===== src/rtl/cnn_out_pkg.sv =====
package cnn_out_pkg;

  typedef enum logic [1:0] {
    ACT_NONE = 2'd0,
    ACT_RELU = 2'd1,
    ACT_ABS  = 2'd2,
    ACT_RSVD = 2'd3
  } act_e;

  // Per-stage load strobes from control to datapath
  typedef struct packed {
    logic load1;
    logic load2;
    logic load3;
  } pipe_strb_t;

endpackage


===== src/rtl/cnn_out_ctrl.sv =====
module cnn_out_ctrl
  import cnn_out_pkg::*;
(
  input  logic       clk,
  input  logic       rstN,
  input  logic       inValid,
  output logic       inReady,
  output logic       outValid,
  input  logic       outReady,
  output pipe_strb_t strb
);

  logic v1, v2, v3;
  logic advance;

  // Whole pipe moves when the last slot is empty or being drained
  assign advance  = !v3 || outReady;
  assign inReady  = advance;
  assign outValid = v3;

  always_comb begin
    strb.load1 = advance && inValid;
    strb.load2 = advance && v1;
    strb.load3 = advance && v2;
  end

  always_ff @(posedge clk or negedge rstN) begin
    if (!rstN) begin
      v1 <= 1'b0;
      v2 <= 1'b0;
      v3 <= 1'b0;
    end else if (advance) begin
      v1 <= inValid;
      v2 <= v1;
      v3 <= v2;
    end
  end

endmodule


===== src/rtl/cnn_out_dp.sv =====
module cnn_out_dp
  import cnn_out_pkg::*;
#(
  parameter int ACC_W   = 32,
  parameter int BIAS_W  = 10,
  parameter int NBIAS_W = 8,
  parameter int SHIFT_W = 4,
  parameter int NOUT_W  = 8
) (
  input  logic               clk,
  input  logic               rstN,
  input  pipe_strb_t         strb,
  input  logic [ACC_W-1:0]   inAcc,
  input  logic [BIAS_W-1:0]  inBias,
  input  logic               cfgWideBias,
  input  logic               cfgShiftUp,
  input  logic [SHIFT_W-1:0] cfgShiftAmt,
  input  logic [1:0]         cfgAct,
  input  logic               cfgOut32,
  input  logic               cfgPass,
  output logic [ACC_W-1:0]   outData
);

  localparam int SUM_W  = ACC_W + 1;
  localparam int MAX_SH = (1 << SHIFT_W) - 1;
  localparam int WIDE_W = SUM_W + MAX_SH;

  localparam logic signed [WIDE_W-1:0] WIDE_MAX = {{(WIDE_W-ACC_W+1){1'b0}}, {(ACC_W-1){1'b1}}};
  localparam logic signed [WIDE_W-1:0] WIDE_MIN = {{(WIDE_W-ACC_W+1){1'b1}}, {(ACC_W-1){1'b0}}};
  localparam logic signed [ACC_W-1:0]  ACC_MAX  = {1'b0, {(ACC_W-1){1'b1}}};
  localparam logic signed [ACC_W-1:0]  ACC_MIN  = {1'b1, {(ACC_W-1){1'b0}}};
  localparam logic signed [ACC_W-1:0]  NAR_MAX  = {{(ACC_W-NOUT_W+1){1'b0}}, {(NOUT_W-1){1'b1}}};
  localparam logic signed [ACC_W-1:0]  NAR_MIN  = {{(ACC_W-NOUT_W+1){1'b1}}, {(NOUT_W-1){1'b0}}};

  // Stage 1: bias add (or raw capture for pass-through)
  logic signed [SUM_W-1:0] biasExt, sumNext;
  logic signed [SUM_W-1:0] s1Sum;
  logic                    s1Up, s1Out32, s1Pass;
  logic [SHIFT_W-1:0]      s1Amt;
  act_e                    s1Act;

  always_comb begin
    if (cfgWideBias)
      biasExt = {{(SUM_W-BIAS_W){inBias[BIAS_W-1]}}, inBias};
    else
      biasExt = {{(SUM_W-NBIAS_W){inBias[NBIAS_W-1]}}, inBias[NBIAS_W-1:0]};
    if (cfgPass)
      sumNext = {1'b0, inAcc};
    else
      sumNext = $signed({inAcc[ACC_W-1], inAcc}) + biasExt;
  end

  always_ff @(posedge clk or negedge rstN) begin
    if (!rstN) begin
      s1Sum   <= '0;
      s1Up    <= 1'b0;
      s1Amt   <= '0;
      s1Act   <= ACT_NONE;
      s1Out32 <= 1'b0;
      s1Pass  <= 1'b0;
    end else if (strb.load1) begin
      s1Sum   <= sumNext;
      s1Up    <= cfgShiftUp;
      s1Amt   <= cfgShiftAmt;
      s1Act   <= act_e'(cfgAct);
      s1Out32 <= cfgOut32;
      s1Pass  <= cfgPass;
    end
  end

  // Stage 2: bidirectional shift with 32-bit saturation
  logic signed [WIDE_W-1:0] wideIn, wideShift;
  logic signed [ACC_W-1:0]  shiftNext;
  logic signed [ACC_W-1:0]  s2Val;
  logic                     s2Out32, s2Pass;
  act_e                     s2Act;

  always_comb begin
    wideIn = {{(WIDE_W-SUM_W){s1Sum[SUM_W-1]}}, s1Sum};
    if (s1Up)
      wideShift = wideIn <<< s1Amt;
    else
      wideShift = wideIn >>> s1Amt;
    if (s1Pass)
      shiftNext = s1Sum[ACC_W-1:0];
    else if (wideShift > WIDE_MAX)
      shiftNext = ACC_MAX;
    else if (wideShift < WIDE_MIN)
      shiftNext = ACC_MIN;
    else
      shiftNext = wideShift[ACC_W-1:0];
  end

  always_ff @(posedge clk or negedge rstN) begin
    if (!rstN) begin
      s2Val   <= '0;
      s2Act   <= ACT_NONE;
      s2Out32 <= 1'b0;
      s2Pass  <= 1'b0;
    end else if (strb.load2) begin
      s2Val   <= shiftNext;
      s2Act   <= s1Act;
      s2Out32 <= s1Out32;
      s2Pass  <= s1Pass;
    end
  end

  // Stage 3: activation and output format
  logic signed [ACC_W-1:0] actVal, fmtVal;

  always_comb begin
    unique case (s2Act)
      ACT_RELU: actVal = s2Val[ACC_W-1] ? '0 : s2Val;
      ACT_ABS: begin
        if (s2Val == ACC_MIN)     actVal = ACC_MAX;
        else if (s2Val[ACC_W-1])  actVal = -s2Val;
        else                      actVal = s2Val;
      end
      default: actVal = s2Val;
    endcase
    if (s2Pass || s2Out32)    fmtVal = s2Pass ? s2Val : actVal;
    else if (actVal > NAR_MAX) fmtVal = NAR_MAX;
    else if (actVal < NAR_MIN) fmtVal = NAR_MIN;
    else                       fmtVal = actVal;
  end

  always_ff @(posedge clk or negedge rstN) begin
    if (!rstN)           outData <= '0;
    else if (strb.load3) outData <= fmtVal;
  end

endmodule


===== src/rtl/cnn_out_stage.sv =====
module cnn_out_stage
  import cnn_out_pkg::*;
#(
  parameter int ACC_W   = 32,
  parameter int BIAS_W  = 10,
  parameter int NBIAS_W = 8,
  parameter int SHIFT_W = 4,
  parameter int NOUT_W  = 8
) (
  input  logic               clk,
  input  logic               rstN,
  input  logic               inValid,
  output logic               inReady,
  input  logic [ACC_W-1:0]   inAcc,
  input  logic [BIAS_W-1:0]  inBias,
  input  logic               cfgWideBias,
  input  logic               cfgShiftUp,
  input  logic [SHIFT_W-1:0] cfgShiftAmt,
  input  logic [1:0]         cfgAct,
  input  logic               cfgOut32,
  input  logic               cfgPass,
  output logic               outValid,
  input  logic               outReady,
  output logic [ACC_W-1:0]   outData
);

  pipe_strb_t strb;

  cnn_out_ctrl u_ctrl (
    .clk      (clk),
    .rstN     (rstN),
    .inValid  (inValid),
    .inReady  (inReady),
    .outValid (outValid),
    .outReady (outReady),
    .strb     (strb)
  );

  cnn_out_dp #(
    .ACC_W   (ACC_W),
    .BIAS_W  (BIAS_W),
    .NBIAS_W (NBIAS_W),
    .SHIFT_W (SHIFT_W),
    .NOUT_W  (NOUT_W)
  ) u_dp (
    .clk         (clk),
    .rstN        (rstN),
    .strb        (strb),
    .inAcc       (inAcc),
    .inBias      (inBias),
    .cfgWideBias (cfgWideBias),
    .cfgShiftUp  (cfgShiftUp),
    .cfgShiftAmt (cfgShiftAmt),
    .cfgAct      (cfgAct),
    .cfgOut32    (cfgOut32),
    .cfgPass     (cfgPass),
    .outData     (outData)
  );

endmodule


===== config.mk =====
export PLATFORM = sky130hd
export DESIGN_NAME = cnn_out_stage
export DESIGN_NICKNAME = d
export VERILOG_FILES = /design/src/rtl/cnn_out_pkg.sv /design/src/rtl/cnn_out_ctrl.sv /design/src/rtl/cnn_out_dp.sv /design/src/rtl/cnn_out_stage.sv
export SDC_FILE = /design/constraint.sdc
export NUM_CORES = 1
export LEC_CHECK = 0
export ABC_AREA = 1
export CAP_MARGIN = 20
export CORE_MARGIN = 10
export CORE_UTILIZATION = 45
export CTS_BUF_LIST = sky130_fd_sc_hd__clkbuf_4
export DETAILED_ROUTE_END_ITERATION = 6
export GPL_TIMING_DRIVEN = 1
export SLEW_MARGIN = 10
export SYNTH_ARGS = -nofsm -noshare
export SYNTH_HDL_FRONTEND = slang
export SYNTH_SLANG_ARGS = --single-unit

===== constraint.sdc =====
create_clock -name clk -period 6 [get_ports clk]
set_clock_uncertainty 0.05 [all_clocks]
set_input_delay 0.9 -clock clk [delete_from_list [all_inputs] [get_ports clk]]
set_output_delay 0.9 -clock clk [all_outputs]
set_load 0.1 [all_outputs]

==> key figures, run 1 <==
Setup path
  • Cell count of the worst reg-to-reg path: 18
  • Endpoint arrival time on the critical path: between 4 and 5 ns
  • RR Endpoint: u_dp.outData[5]$_DFFE_PN0P_
  • Worst-path cell chain: inv_1 > ha_1 > nor2_2 > o21ai_0 > a21o_1 > nand3b_1 > inv_1 > nor4_1 > nand3_1 > nor2_1 > nand4_1 > ha_1 > inv_1 > buf_4 > nand2_1 > nand2_1 > nand2_1 > a21oi_2
  • Flop-to-flop setup slack: 1.55 ns
  • Startpoint-to-endpoint class of the critical path: flop to flop
  • CP required: 6.46 ns
  • Crit-path max cell delay: 0.72 ns
  • Worst-path maximum fanout: 17
  • Top delay family on crit path: simple AND/OR/NAND/NOR gates
  • Critical-path cell with the highest stage delay: nor2_2
  • Critical path capture point type: flop
  • Startpoint type of the worst setup path: flop
  • Buffers & Inverters on Critical Path: 4
  • Startpoint of the most critical register-to-register path: u_dp.s2Act[0]$_DFFE_PN0P_

Floorplanning
  • IO Pins: 90
  • Width of the chip: roughly 190 um
  • Die footprint: 34,400 um^2
  • Core footprint: 27,000 um^2
  • Chip height: about 190 um
  • Starting Density: 45.8%
  • # rows: 60

Finish
  • Area grow syn2layout: 10.5%
  • Share of layout cells above drive strength 1: 7.93%
  • Post-layout instance count excluding filler cells: 2,397
  • Area of the multi-input gates: 8240 um^2
  • Register cell area after layout: 2830 um^2
  • Count of filler cells inserted in the layout: a little under 3,000
  • # nets final: 2,135

STA
  • Fraction of the cycle the final worst path needs: between 70% and 80%
  • Max-slew headroom at the worst pin: 24.7%
  • Post-layout min period: 4.45 ns
  • Setup repair after global routing missed its margin: false
  • Maximum operating frequency: approximately 0.22 GHz
  • Final hold vios: 0
  • Final number of setup-violating endpoints: 0
  • Sum of negative setup slack: 0 ns
  • Final max-slew violation count: 0
  • Slew at the pin closest to its max-slew limit: 1.13 ns

Placed design
  • Weighted congestion reported at the end of routability-driven placement: 0.978
  • Detailed Place HPWL: 34.3 mm
  • IO buf count: 89
  • Dpl cells: around 2,400

CTS
  • Longest Clk Path Bufs: 2
  • CTS Root Buffer Type: clkbuf_4
  • Clock transition at the registers of the reported paths: 0.14 ns
  • # hold bufs at CTS: 0
  • Deepest level of the CTS H-tree: 4
  • Source-to-sink clock delay at the later pin of the worst-skew pair: 0.59 ns
  • # Post-CTS Setup Buffers: 0
  • Sinks on the clock net: around 110
  • Post-CTS Resized: 0
  • TritonCTS clock tree: built
  • CTS Buf Count: 17

Global route
  • Wire length of the first global-routing pass: 72.9 mm
  • Pin count of the biggest net entering global routing: between 70 and 80
  • Via count of the first global-routing pass: between 10,000 and 15,000
  • Antenna violations before repair: 1
  • Total routing usage reported by global routing: 26.4%
  • Overflow left after global routing: 0

Route
  • Metal-1 WL: 21.9 mm
  • Routed via count: about 14,000
  • DRT Wirelength: about 45 mm
  • Drt first pass iters: 7
  • Detailed route wirelength on metal3: 3.53 mm
  • DRC viols: 1
  • Topmost layer with routed signal wires: met4
  • Detailed-route wire length per cell: ~19 um
  • Vias per Instance: 5.80
  • Remaining number of nets flagged by the antenna check after routing: 0
  • Met2 WL: ~18 mm
  • DRT iter0 DRCs: between 1,000 and 1,500

Synth
  • Post-synth top area share: 22.9%
  • Distinct cells, synth: 56
  • Most used DFF post-synth: dfrtp_1
  • Syn_nets: ~2,100
  • Most numerous cell types in the synthesized netlist: nand2_1 (627), inv_1 (183), o21ai_0 (183)
  • Sequential area share after synthesis: between 20% and 30%
  • Netlist area before placement: 12,300 um^2
  • Cell taking the most area after synthesis: dfrtp_1
  • Number of enable-type register cells in the synthesized netlist: 0
  • Number of flip-flops and latches in the synthesized netlist: 113
  • Mean instance size in the synthesized netlist: 6.10 um^2
  • Fraction of registers with async set or reset after synthesis: 100%
  • Cell with the most instances after synthesis: nand2_1
  • Yosys synthesis warning count: 0
  • Cell count after synthesis: a little over 2,000
  • Area contributors post-synth: dfrtp_1 (23%), nand2_1 (19%), o21ai_0 (7.4%)

Pwr
  • Pwr Density: ~560 nW/um^2
  • P_leak: between 6 and 7 nW
  • Peak VDD IR: about 0.00037 V

Flow run
  • Number of maximum-capacitance violations: 0

Worst hold path
  • Tightest Hold Check Type: input pin to async pin

Outcome
  • Violations in the final reports: DRC
  • Status: finished, violations left
-- area by class of cell --
class / instances / share of cell area [%]
inverters: 195 / 5.39
clock inverters: 14 / 0.789
clock buffers: 18 / 0.991
diodes: 1 / 0.0184
well taps: 341 / 3.13
multi-input cells: 1594 / 60.4
repair buffers: 121 / 8.52
flip-flops and latches: 113 / 20.7
-- cells in the final DEF, fill, tap and decap left out, types with 8 or more instances in the layout --
cell type / Yosys / routed
inv_1: 183 / 182
o211ai_1: 40 / 40
o221ai_1: 29 / 29
a21oi_1: 129 / 129
nand2_1: 627 / 627
buf_4: 9 / 31
a21oi_2: 31 / 31
nor3_1: 17 / 17
a221oi_1: 31 / 31
mux2i_1: 9 / 9
o21ai_0: 183 / 183
clkdlybuf4s50_1: 0 / 88
nand4_1: 13 / 13
clkbuf_4: 0 / 18
nand3_2: 28 / 28
dfrtp_1: 113 / 112
o21a_1: 12 / 12
inv_2: 8 / 8
nand3_1: 151 / 151
a31oi_1: 8 / 8
nor2_1: 160 / 158
ha_1: 36 / 36
xor2_1: 12 / 12
-- per-layer routing --
metal,vias up,GRT usage [%]
met4,0,8.22
met3,68,4.72
li1,6832,-
met2,598,37.7
met5,-,0
met1,6402,39.0
-- worst max-delay path by stage --
stage               cells after the start                 startpoint                      endpoint
finish                                 18  u_dp.s2Act[0]$_DFFE_PN0P_   u_dp.outData[5]$_DFFE_PN0P_
global placement                       17                cfgWideBias    u_dp.s1Sum[23]$_DFFE_PN0P_
global route                           18  u_dp.s2Act[0]$_DFFE_PN0P_   u_dp.outData[4]$_DFFE_PN0P_
CTS                                    18  u_dp.s2Act[0]$_DFFE_PN0P_   u_dp.outData[5]$_DFFE_PN0P_
detailed placement                     17                cfgWideBias    u_dp.s1Sum[23]$_DFFE_PN0P_
floorplan                              20  u_dp.s2Act[0]$_DFFE_PN0P_  u_dp.outData[17]$_DFFE_PN0P_
-- cell families (layout without fill, tap and decap cells) --
logic type | after synthesis | after routing | share of synthesized area (%)
XOR/XNOR | 19 | 19 | 1.35
AND/OR/NAND/NOR | 1029 | 1029 | 35.9
buffers and inverters | 315 | 348 | 10.4
multiplexers | 9 | 9 | 0.730
AO/OA/AOI/OAI | 500 | 500 | 24.9
flip-flops | 113 | 113 | 22.9
adder cells (fa/ha/maj) | 37 | 37 | 3.81
other | 0 | 1 | 0
-- worst reg2reg max path, delay by kind of cell, from the launching register on --
kind / cells / cell delay, ns
buf+inv: 4 / 0.86
simple gates: 9 / 1.86
flops: 1 / 0.37
fa+ha+maj: 2 / 0.69
compound gates: 3 / 0.55
-- per-stage QoR --
step | utilization, % | power, W | hold WS, ns | setup WS (ns) | instance area (um^2)
after floorplan | - | 0.00554 | 0.382 | 2.67 | 12300
after global placement | 49.5 | 0.00693 | 0.417 | 1.58 | 13300
after detailed placement | 49.5 | 0.00693 | 0.415 | 1.51 | 13300
after CTS | 50.4 | 0.00750 | 0.331 | 1.69 | 13600
after global routing | 50.6 | 0.00825 | 0.363 | 1.21 | 13600
final | 50.6 | 0.00757 | 0.326 | 1.55 | 13600
-- where the power goes --
part / internal (W) / switching, W
Clock: 0.000172 / 0.000378
Sequential: 0.00108 / 0.000404
Combinational: 0.00158 / 0.00396
-- state kept, by name (all words and copies together), names as in the netlist --
| name | cells |
|---|---|
| u_dp.s1Sum | 33 |
| u_dp.outData | 32 |
| u_dp.s2Val | 32 |
| u_dp.s1Amt | 4 |
| u_dp.s1Act | 2 |
| u_dp.s2Act | 2 |
| u_ctrl.outValid | 1 |
| u_ctrl.v1 | 1 |
| u_ctrl.v2 | 1 |
| u_dp.s1Out32 | 1 |
| u_dp.s1Pass | 1 |
| u_dp.s1Up | 1 |
| u_dp.s2Out32 | 1 |
| u_dp.s2Pass | 1 |
Note: power is estimated with default switching activity, not from simulation.
==> inputs of run 2 (changes only) <==
--- a/config.mk
+++ b/config.mk
@@ -12,6 +12,7 @@
 export CTS_BUF_LIST = sky130_fd_sc_hd__clkbuf_4
 export DETAILED_ROUTE_END_ITERATION = 6
 export GPL_TIMING_DRIVEN = 1
+export PLACE_DENSITY = 0.66
 export SLEW_MARGIN = 10
 export SYNTH_ARGS = -nofsm -noshare
 export SYNTH_HDL_FRONTEND = slang
==> constraint.sdc (replaced) <==
create_clock -name clk -period 3.8 [get_ports clk]
set_clock_uncertainty 0.05 [all_clocks]
set_input_delay 0.57 -clock clk [delete_from_list [all_inputs] [get_ports clk]]
set_output_delay 0.57 -clock clk [all_outputs]
set_load 0.1 [all_outputs]
==> run 2 against run 1 <==
Compared with the run above:
- the run now ends clean
- non-clock buffer count grew 23
- worst hold slack gained 0.12 ns
- final area is 2.0% higher
- worst setup slack got worse by 1.2 ns
- critical path type unchanged
==> key figures, run 2 (same netlist as run 1, synthesis figures left out) <==
Floorplanning
  • # rows: 60 (unchanged)
  • Die footprint: 34,400 um^2 (unchanged)
  • Width of the chip: 186 um (unchanged)
  • Chip height: 186 um (unchanged)
  • Starting Density: 45.8% (unchanged)
  • IO Pins: 90 (unchanged)
  • Core footprint: 27,000 um^2 (unchanged)

Placed design
  • Detailed Place HPWL: 34.9 mm (+1.7%)
  • Weighted congestion reported at the end of routability-driven placement: 0.976 (-0.17%)
  • IO buf count: 89 (unchanged)
  • Dpl cells: 2,384 (+0.93%)

Setup path
  • Flop-to-flop setup slack: 0.33 ns (-1.23 ns)
  • Startpoint-to-endpoint class of the critical path: flop to flop
  • Worst-path cell chain: inv_1 > ha_1 > nand2_2 > nor2_4 > nand2_4 > nor2_8 > nand2_8 > nand3_1 > inv_1 > nor4_1 > nand3_1 > nor2_1 > nand4_1 > ha_1 > inv_1 > buf_4 > nand2_1 > nand2_1 > nand2_1 > a21oi_1
  • Startpoint type of the worst setup path: flop
  • Critical-path cell with the highest stage delay: dfrtp_1
  • Endpoint arrival time on the critical path: 3.93 ns (-0.98 ns)
  • Critical path capture point type: flop
  • CP required: 4.26 ns (-2.20 ns)
  • Crit-path max cell delay: 0.43 ns (-0.29 ns)
  • Worst-path maximum fanout: 17 (unchanged)

Finish
  • Post-layout instance count excluding filler cells: 2,420 (+0.96%)
  • Max reg flops: 33 (unchanged)
  • # nets final: 2,158 (+1.1%)
  • Count of filler cells inserted in the layout: 2,887 (-1.5%)
  • Most frequent cells in the layout: nand2_1 (627), inv_1 (183), o21ai_0 (182), nor2_1 (158), nand3_1 (151)
  • Share of layout cells above drive strength 1: 9.05% (+1.1 points)
  • Most frequent standard cell in the layout excluding fill and tap cells: nand2_1
  • Area of the multi-input gates: 8250 um^2 (about the same)
  • Register bank with the most flops: u_dp.s1Sum
  • Area grow syn2layout: 12.7%
  • Register cell area after layout: 2830 um^2 (unchanged)
  • Registers with the highest flip-flop counts: u_dp.s1Sum: 33 flops, u_dp.outData: 32 flops, u_dp.s2Val: 32 flops

Flow run
  • Number of maximum-capacitance violations: 0 (unchanged)

CTS
  • # Post-CTS Setup Buffers: 0 (unchanged)
  • Clock transition at the registers of the reported paths: 0.15 ns (about the same)
  • Sinks on the clock net: 113 (unchanged)
  • Source-to-sink clock delay at the later pin of the worst-skew pair: 0.58 ns (about the same)
  • CTS Buf Count: 17 (unchanged)
  • TritonCTS clock tree: built
  • Deepest level of the CTS H-tree: 4 (unchanged)
  • Longest Clk Path Bufs: 2 (unchanged)
  • CTS Root Buffer Type: clkbuf_4

Route
  • Detailed-route wire length per cell: 18.7 um (-0.22%)
  • Vias per Instance: 5.82 (+0.33%)
  • DRT Wirelength: 45.1 mm (+0.74%)
  • Remaining number of nets flagged by the antenna check after routing: 0 (unchanged)
  • Drt first pass iters: 7 (unchanged)
  • Routed via count: 14,080 (+1.3%)
  • DRT iter0 DRCs: 1,505 (+11%)
  • DRC viols: 0 (-1)

Pwr
  • Pwr Density: 887 nW/um^2 (+60%)
  • Peak VDD IR: 0.000502 V (+35%)
  • P_leak: 6.55 nW (+2.6%)

Global route
  • Pin count of the biggest net entering global routing: 78 (+9.9%)
  • Total routing usage reported by global routing: 26.2% (-0.16 points)
  • Wire length of the first global-routing pass: 72.8 mm (-0.15%)
  • Antenna violations before repair: 1 (unchanged)
  • Via count of the first global-routing pass: 13,167 (-0.38%)
  • Overflow left after global routing: 0 (unchanged)

Outcome
  • Status: completed

STA
  • Fraction of the cycle the final worst path needs: 91.3% (+17 points)
  • Slew at the pin closest to its max-slew limit: 1.04 ns (-0.0868 ns)
  • Final max-slew violation count: 0 (unchanged)
  • Sum of negative setup slack: 0 ns (unchanged)
  • Maximum operating frequency: 0.288 GHz (+28%)
  • Post-layout min period: 3.47 ns (-0.974 ns)
  • Max-slew headroom at the worst pin: 30.4% (+5.7 points)
  • Final number of setup-violating endpoints: 0 (unchanged)
  • Setup repair after global routing missed its margin: false
  • Final hold vios: 0 (unchanged)

Worst hold path
  • Tightest Hold Check Type: input pin to async pin
run 2: changes by cell type in the layout (fill, tap and decap cells not counted), sizes merged:
cell           before  now
clkdlybuf4s50      88   87
clkinvlp            5    2
dlygate4sd3         0    1
buf                33   56
clkinv              9    7
clkbuf             18   17
inv               195  199
bufinv              0    2
run 2: worst paths after layout:
kind                                      startpoint                          end  cells past startpoint
setup reg to reg           u_dp.s2Val[0]$_DFFE_PN0P_  u_dp.outData[0]$_DFFE_PN0P_                     20
max in group asynchronous                       rstN  u_ctrl.outValid$_DFFE_PN0N_                      3
setup / recovery           u_dp.s2Val[0]$_DFFE_PN0P_  u_dp.outData[0]$_DFFE_PN0P_                     20
hold / removal                                  rstN    u_dp.s1Amt[3]$_DFFE_PN0P_                      2
hold reg to reg            u_dp.s1Act[0]$_DFFE_PN0P_    u_dp.s1Act[0]$_DFFE_PN0P_                      2
min in group clk           u_dp.s1Act[0]$_DFFE_PN0P_    u_dp.s1Act[0]$_DFFE_PN0P_                      2
run 2: critical path: cells and delay by family (launching register included):
kind | cells | cell delay (ns)
adders and majority gates | 2 | 0.48
AOI/OAI and AO/OA | 1 | 0.15
and+or+nand+nor | 13 | 1.82
DFF | 1 | 0.43
buffers and inverters | 4 | 0.44
run 2: per-layer routing:
metal  up-vias  track usage (%)  wire, um
met5         -                0         0
met4         0             6.55       837
met3        52             4.76      3890
met2       606             38.3     19000
met1      6531             38.6     21400
li1       6891                -         -
run 2: report_power, final:
part / internal, W / switching [W] / total (W)
clock: 0.000412 / 0.000623 / 0.00104
combinational: 0.00265 / 0.00640 / 0.00904
sequential: 0.00171 / 0.000559 / 0.00227
run 2: metrics by stage:
stage          area [um^2]  util [%]  hold WS, ns  setup slack, ns  total power, W
2_1_floorplan        12300         -        0.224            0.467         0.00876
3_3_place_gp         13500      50.3        0.413            0.190          0.0111
3_5_place_dp         13500      50.3        0.415            0.195          0.0111
4_1_cts              13800      51.4        0.139            0.351          0.0122
5_1_grt              13900      51.6        0.436           0.0279          0.0134
6_report             13900      51.6        0.446            0.329          0.0123
run 2: repair_timing:
item	4_1_cts	5_1_grt
hold buffers	0	1
setup endpoints to repair	0	3
resized for setup	0	2
hold endpoints to repair	0	35
run 2: layout make-up:
| type | count | area share [%] |
|---|---|---|
| repair buffers | 144 | 9.86 |
| inverters | 195 | 5.28 |
| clock buffers | 17 | 0.917 |
| diodes | 1 | 0.0180 |
| multi-input cells | 1594 | 59.3 |
| flip-flops and latches | 113 | 20.3 |
| clock inverters | 15 | 1.26 |
| well taps | 341 | 3.07 |
==> inputs of run 3 (changes only) <==
--- a/config.mk
+++ b/config.mk
@@ -16,4 +16,5 @@
 export SLEW_MARGIN = 10
 export SYNTH_ARGS = -nofsm -noshare
 export SYNTH_HDL_FRONTEND = slang
+export SYNTH_HIERARCHICAL = 1
 export SYNTH_SLANG_ARGS = --single-unit
==> run 3 against run 2 <==
Compared with the run above:
- global-route usage rose by 0.91 points
- total power fell by 4.3%
- fmax rose by 0.74%
- largest power group unchanged
- final area fell by 2.1%
- first-iteration DRC count rose by 21%
- flip-flop and latch count did not move
- register-to-register slack improved by 0.03 ns
- non-clock buffer count rose by 2
- cell count rose by 0.45%
- routed wire length rose by 2.5%
- count of clock-buffer cells in the layout did not move
- area after synthesis fell by 2.2%
==> key figures, run 3 <==
Outcome
  • Status: completed

Finish
  • Most frequent standard cell in the layout excluding fill and tap cells: nand2_1
  • Registers with the highest flip-flop counts: u_dp/s1Sum: 33 flops, u_dp/outData: 32 flops, u_dp/s2Val: 32 flops
  • Max reg flops: 33 (unchanged)
  • Register bank with the most flops: u_dp/s1Sum
  • Most frequent cells in the layout: nand2_1 (661), o21ai_0 (181), inv_1 (178), nor2_1 (169), a21oi_1 (159)
  • Share of layout cells above drive strength 1: 5.92% (-3.1 points)
  • # nets final: 2,175 (+0.79%)
  • Area grow syn2layout: 12.9%
  • Count of filler cells inserted in the layout: 2,827 (-2.1%)

Pwr
  • Part of the power in combinational logic: 72.3% (-1.0 points)
  • Overall power of the completed layout: 0.0118 W (-4.3%)
  • Switching power: 0.00729 W (-3.8%)
  • Peak VDD IR: 0.000531 V (+5.7%)
  • Internal: 0.00452 W (-5.1%)
  • Clock share of power: 8.2% (-0.2 points)
  • Sw frac: 61.7% (+0.32 points)
  • Flop pwr share: 19.5% (+1.1 points)
  • P_leak: 6.58 nW (+0.37%)
  • Pwr Density: 868 nW/um^2 (-2.2%)

Route
  • Remaining number of nets flagged by the antenna check after routing: 0 (unchanged)
  • DRT iter0 DRCs: 1,824 (+21%)
  • Drt first pass iters: 6 (-1)
  • Vias per Instance: 5.87 (+0.81%)
  • Detailed-route wire length per cell: 19.0 um (+2.0%)
  • DRT Wirelength: 46.3 mm (+2.5%)
  • Routed via count: 14,258 (+1.3%)
  • DRC viols: 0 (unchanged)

Setup path
  • Startpoint type of the worst setup path: flop
  • Critical path capture point type: flop
  • Startpoint-to-endpoint class of the critical path: flop to flop
  • CP required: 4.24 ns (-0.02 ns)
  • Worst-path maximum fanout: 31 (+14)
  • Endpoint arrival time on the critical path: 3.89 ns (-0.04 ns)
  • Cell count of the worst reg-to-reg path: 18 (-10%)

Flow run
  • Number of maximum-capacitance violations: 0 (unchanged)

CTS
  • Clock transition at the registers of the reported paths: 0.14 ns (about the same)
  • Deepest level of the CTS H-tree: 4 (unchanged)
  • CTS Root Buffer Type: clkbuf_4
  • Source-to-sink clock delay at the later pin of the worst-skew pair: 0.58 ns (about the same)
  • # Post-CTS Setup Buffers: 0 (unchanged)
  • CTS Buf Count: 17 (unchanged)
  • Sinks on the clock net: 113 (unchanged)
  • TritonCTS clock tree: built
  • Longest Clk Path Bufs: 2 (unchanged)

Placed design
  • Weighted congestion reported at the end of routability-driven placement: 0.998 (+2.2%)
  • IO buf count: 89 (unchanged)
  • Detailed Place HPWL: 35.8 mm (+2.7%)

Synth
  • Cell taking the most area after synthesis: dfrtp_1
  • Cell with the most instances after synthesis: nand2_1
  • Netlist area before placement: 12,100 um^2 (-2.2%)
  • Post-synth top area share: 23.4% (+0.52 points)
  • Sequential area share after synthesis: 23.4% (+0.52 points)
  • Most numerous cell types in the synthesized netlist: nand2_1 (661), o21ai_0 (181), inv_1 (179)
  • Distinct cells, synth: 47 (-16%)
  • Most used DFF post-synth: dfrtp_1
  • Number of flip-flops and latches in the synthesized netlist: 113 (unchanged)
  • Fraction of registers with async set or reset after synthesis: 100% (unchanged)
  • Yosys synthesis warning count: 6 (+6)
  • Cell count after synthesis: 2,036 (+0.69%)
  • Area contributors post-synth: dfrtp_1 (23%), nand2_1 (21%), o21ai_0 (7.5%)
  • Mean instance size in the synthesized netlist: 5.93 um^2 (-2.9%)
  • Syn_nets: 2,129 (+0.66%)
  • Number of enable-type register cells in the synthesized netlist: 0 (unchanged)

STA
  • Maximum operating frequency: 0.290 GHz (+0.74%)
  • Setup repair after global routing missed its margin: false
  • Max-slew headroom at the worst pin: 30.4% (about the same)
  • Final hold vios: 0 (unchanged)
  • Post-layout min period: 3.45 ns (-0.0254 ns)
  • Final max-slew violation count: 0 (unchanged)
  • Fraction of the cycle the final worst path needs: 90.7% (-0.67 points)
  • Sum of negative setup slack: 0 ns (unchanged)
  • Slew at the pin closest to its max-slew limit: 1.04 ns (+0.00258 ns)
  • Final number of setup-violating endpoints: 0 (unchanged)

Floorplanning
  • Chip height: 184 um (-1.0%)
  • Starting Density: 46.0% (+0.25 points)
  • IO Pins: 90 (unchanged)
  • Width of the chip: 184 um (-1.0%)
  • # rows: 59 (-1.7%)
  • Core footprint: 26,200 um^2 (-2.8%)
  • Die footprint: 33,800 um^2 (-2.0%)

Global route
  • Antenna violations before repair: 1 (unchanged)
  • Met3 Usage GRT: 4.47% (-0.29 points)
  • Met2 track demand over resource: 40.7% (+2.4 points)
  • Most congested layer reported by global routing: met2
  • Overflow left after global routing: 0 (unchanged)
  • Pin count of the biggest net entering global routing: 77 (-1.3%)
  • Total routing usage reported by global routing: 27.1% (+0.91 points)
  • Wire length of the first global-routing pass: 74.4 mm (+2.3%)
  • Via count of the first global-routing pass: 13,430 (+2.0%)
  • Met1 usage: 39.6% (+1.0 points)

Worst hold path
  • Tightest Hold Check Type: flop to flop
  • Cells on Worst Hold Path: 2
==> run 3: cell count changes after synthesis, moves of 8 or more <==
cell,change
a21oi_1,+31
nor2_1,+10
a21oi_2,-29
nand3_2,-27
nand2_1,+34
o221ai_1,+8
o211ai_1,-15
nand4_1,+10
==> run 3: area by class of cell <==
cell class	instances	area, um^2	area share, %
antenna	1	2.50	0.0184
clock buffer	17	128	0.937
clock inverter	15	149	1.09
inverter	187	702	5.15
multi-input combinational	1617	8020	58.9
sequential	113	2830	20.8
tap	335	419	3.08
timing repair buffer	146	1370	10.1
==> run 3: stage by stage <==
step / hold slack, ns / cells / instance area [um^2] / util (%) / setup WS, ns
floorplan: 0.224 / 2036 / 12100 / - / 0.615
global placement: 0.411 / 2397 / 13300 / 50.8 / 0.105
detailed placement: 0.426 / 2397 / 13300 / 50.8 / 0.0649
CTS: 0.430 / 2430 / 13600 / 51.9 / 0.361
global route: 0.459 / 2431 / 13600 / 52.0 / 0.0382
finish: 0.455 / 2431 / 13600 / 52.0 / 0.354
==> run 3: power by group through the flow <==
stage | clock (W) | combinational (W) | sequential [W]
2_1_floorplan | 0 | 0.00485 | 0.00340
3_3_place_gp | 0 | 0.00833 | 0.00230
3_5_place_dp | 0 | 0.00836 | 0.00231
4_1_cts | 0.000999 | 0.00839 | 0.00229
5_1_grt | 0.00104 | 0.00940 | 0.00238
6_report | 0.000967 | 0.00854 | 0.00231
==> run 3: critical path, stage by stage, from the launching register on <==
cell	delay, ns
dfrtp_1	0.38
inv_1	0.06
ha_1	0.32
nor2_2	0.29
clkinv_1	0.14
buf_4	0.21
nor2_4	0.28
nor2_1	0.12
inv_1	0.15
nand4_1	0.10
nor2_1	0.20
nand4_1	0.15
ha_1	0.30
inv_1	0.09
buf_12	0.19
nand2_1	0.07
nand2_1	0.07
nand2_1	0.06
a21oi_1	0.13
==> run 3: final timing paths <==
kind | startpoint | to | slack, ns
max in group asynchronous | rstN | u_dp/s2Val[6]$_DFFE_PN0P_ | 2.33
worst max-delay path | u_dp/s2Act[0]$_DFFE_PN0P_ | u_dp/outData[6]$_DFFE_PN0P_ | 0.35
min in group asynchronous | rstN | u_dp/s1Amt[2]$_DFFE_PN0P_ | 0.54
worst min register to register | u_ctrl/v2$_DFFE_PN0P_ | u_ctrl/outValid$_DFFE_PN0P_ | 0.46
worst min-delay path | u_ctrl/v2$_DFFE_PN0P_ | u_ctrl/outValid$_DFFE_PN0P_ | 0.46
worst max register to register | u_dp/s2Act[0]$_DFFE_PN0P_ | u_dp/outData[6]$_DFFE_PN0P_ | 0.35
==> run 3: per-layer routing <==
| metal | vias up | share of wire [%] |
|---|---|---|
| met1 | 6680 | 47 |
| met2 | 599 | 43 |
| met3 | 67 | 8.5 |
| met4 | 0 | 1.8 |
| met5 | - | 0 |
| li1 | 6912 | - |
==> run 3: what timing repair did <==
action,in CTS,in global routing
hold endpoints to repair,14,0
hold buffers,1,0
resized for setup,0,2
setup endpoints to repair,0,23
==> run 3: logic make-up after synthesis <==
| family | after synthesis | share of synthesized area [%] |
|---|---|---|
| AOI/OAI and AO/OA | 492 | 24.2 |
| xor gates and xnor gates | 21 | 1.52 |
| adders and majority gates | 37 | 3.90 |
| buffers and inverters | 306 | 10.2 |
| DFF | 113 | 23.4 |
| muxes | 10 | 0.830 |
| and+or+nand+nor | 1057 | 35.9 |
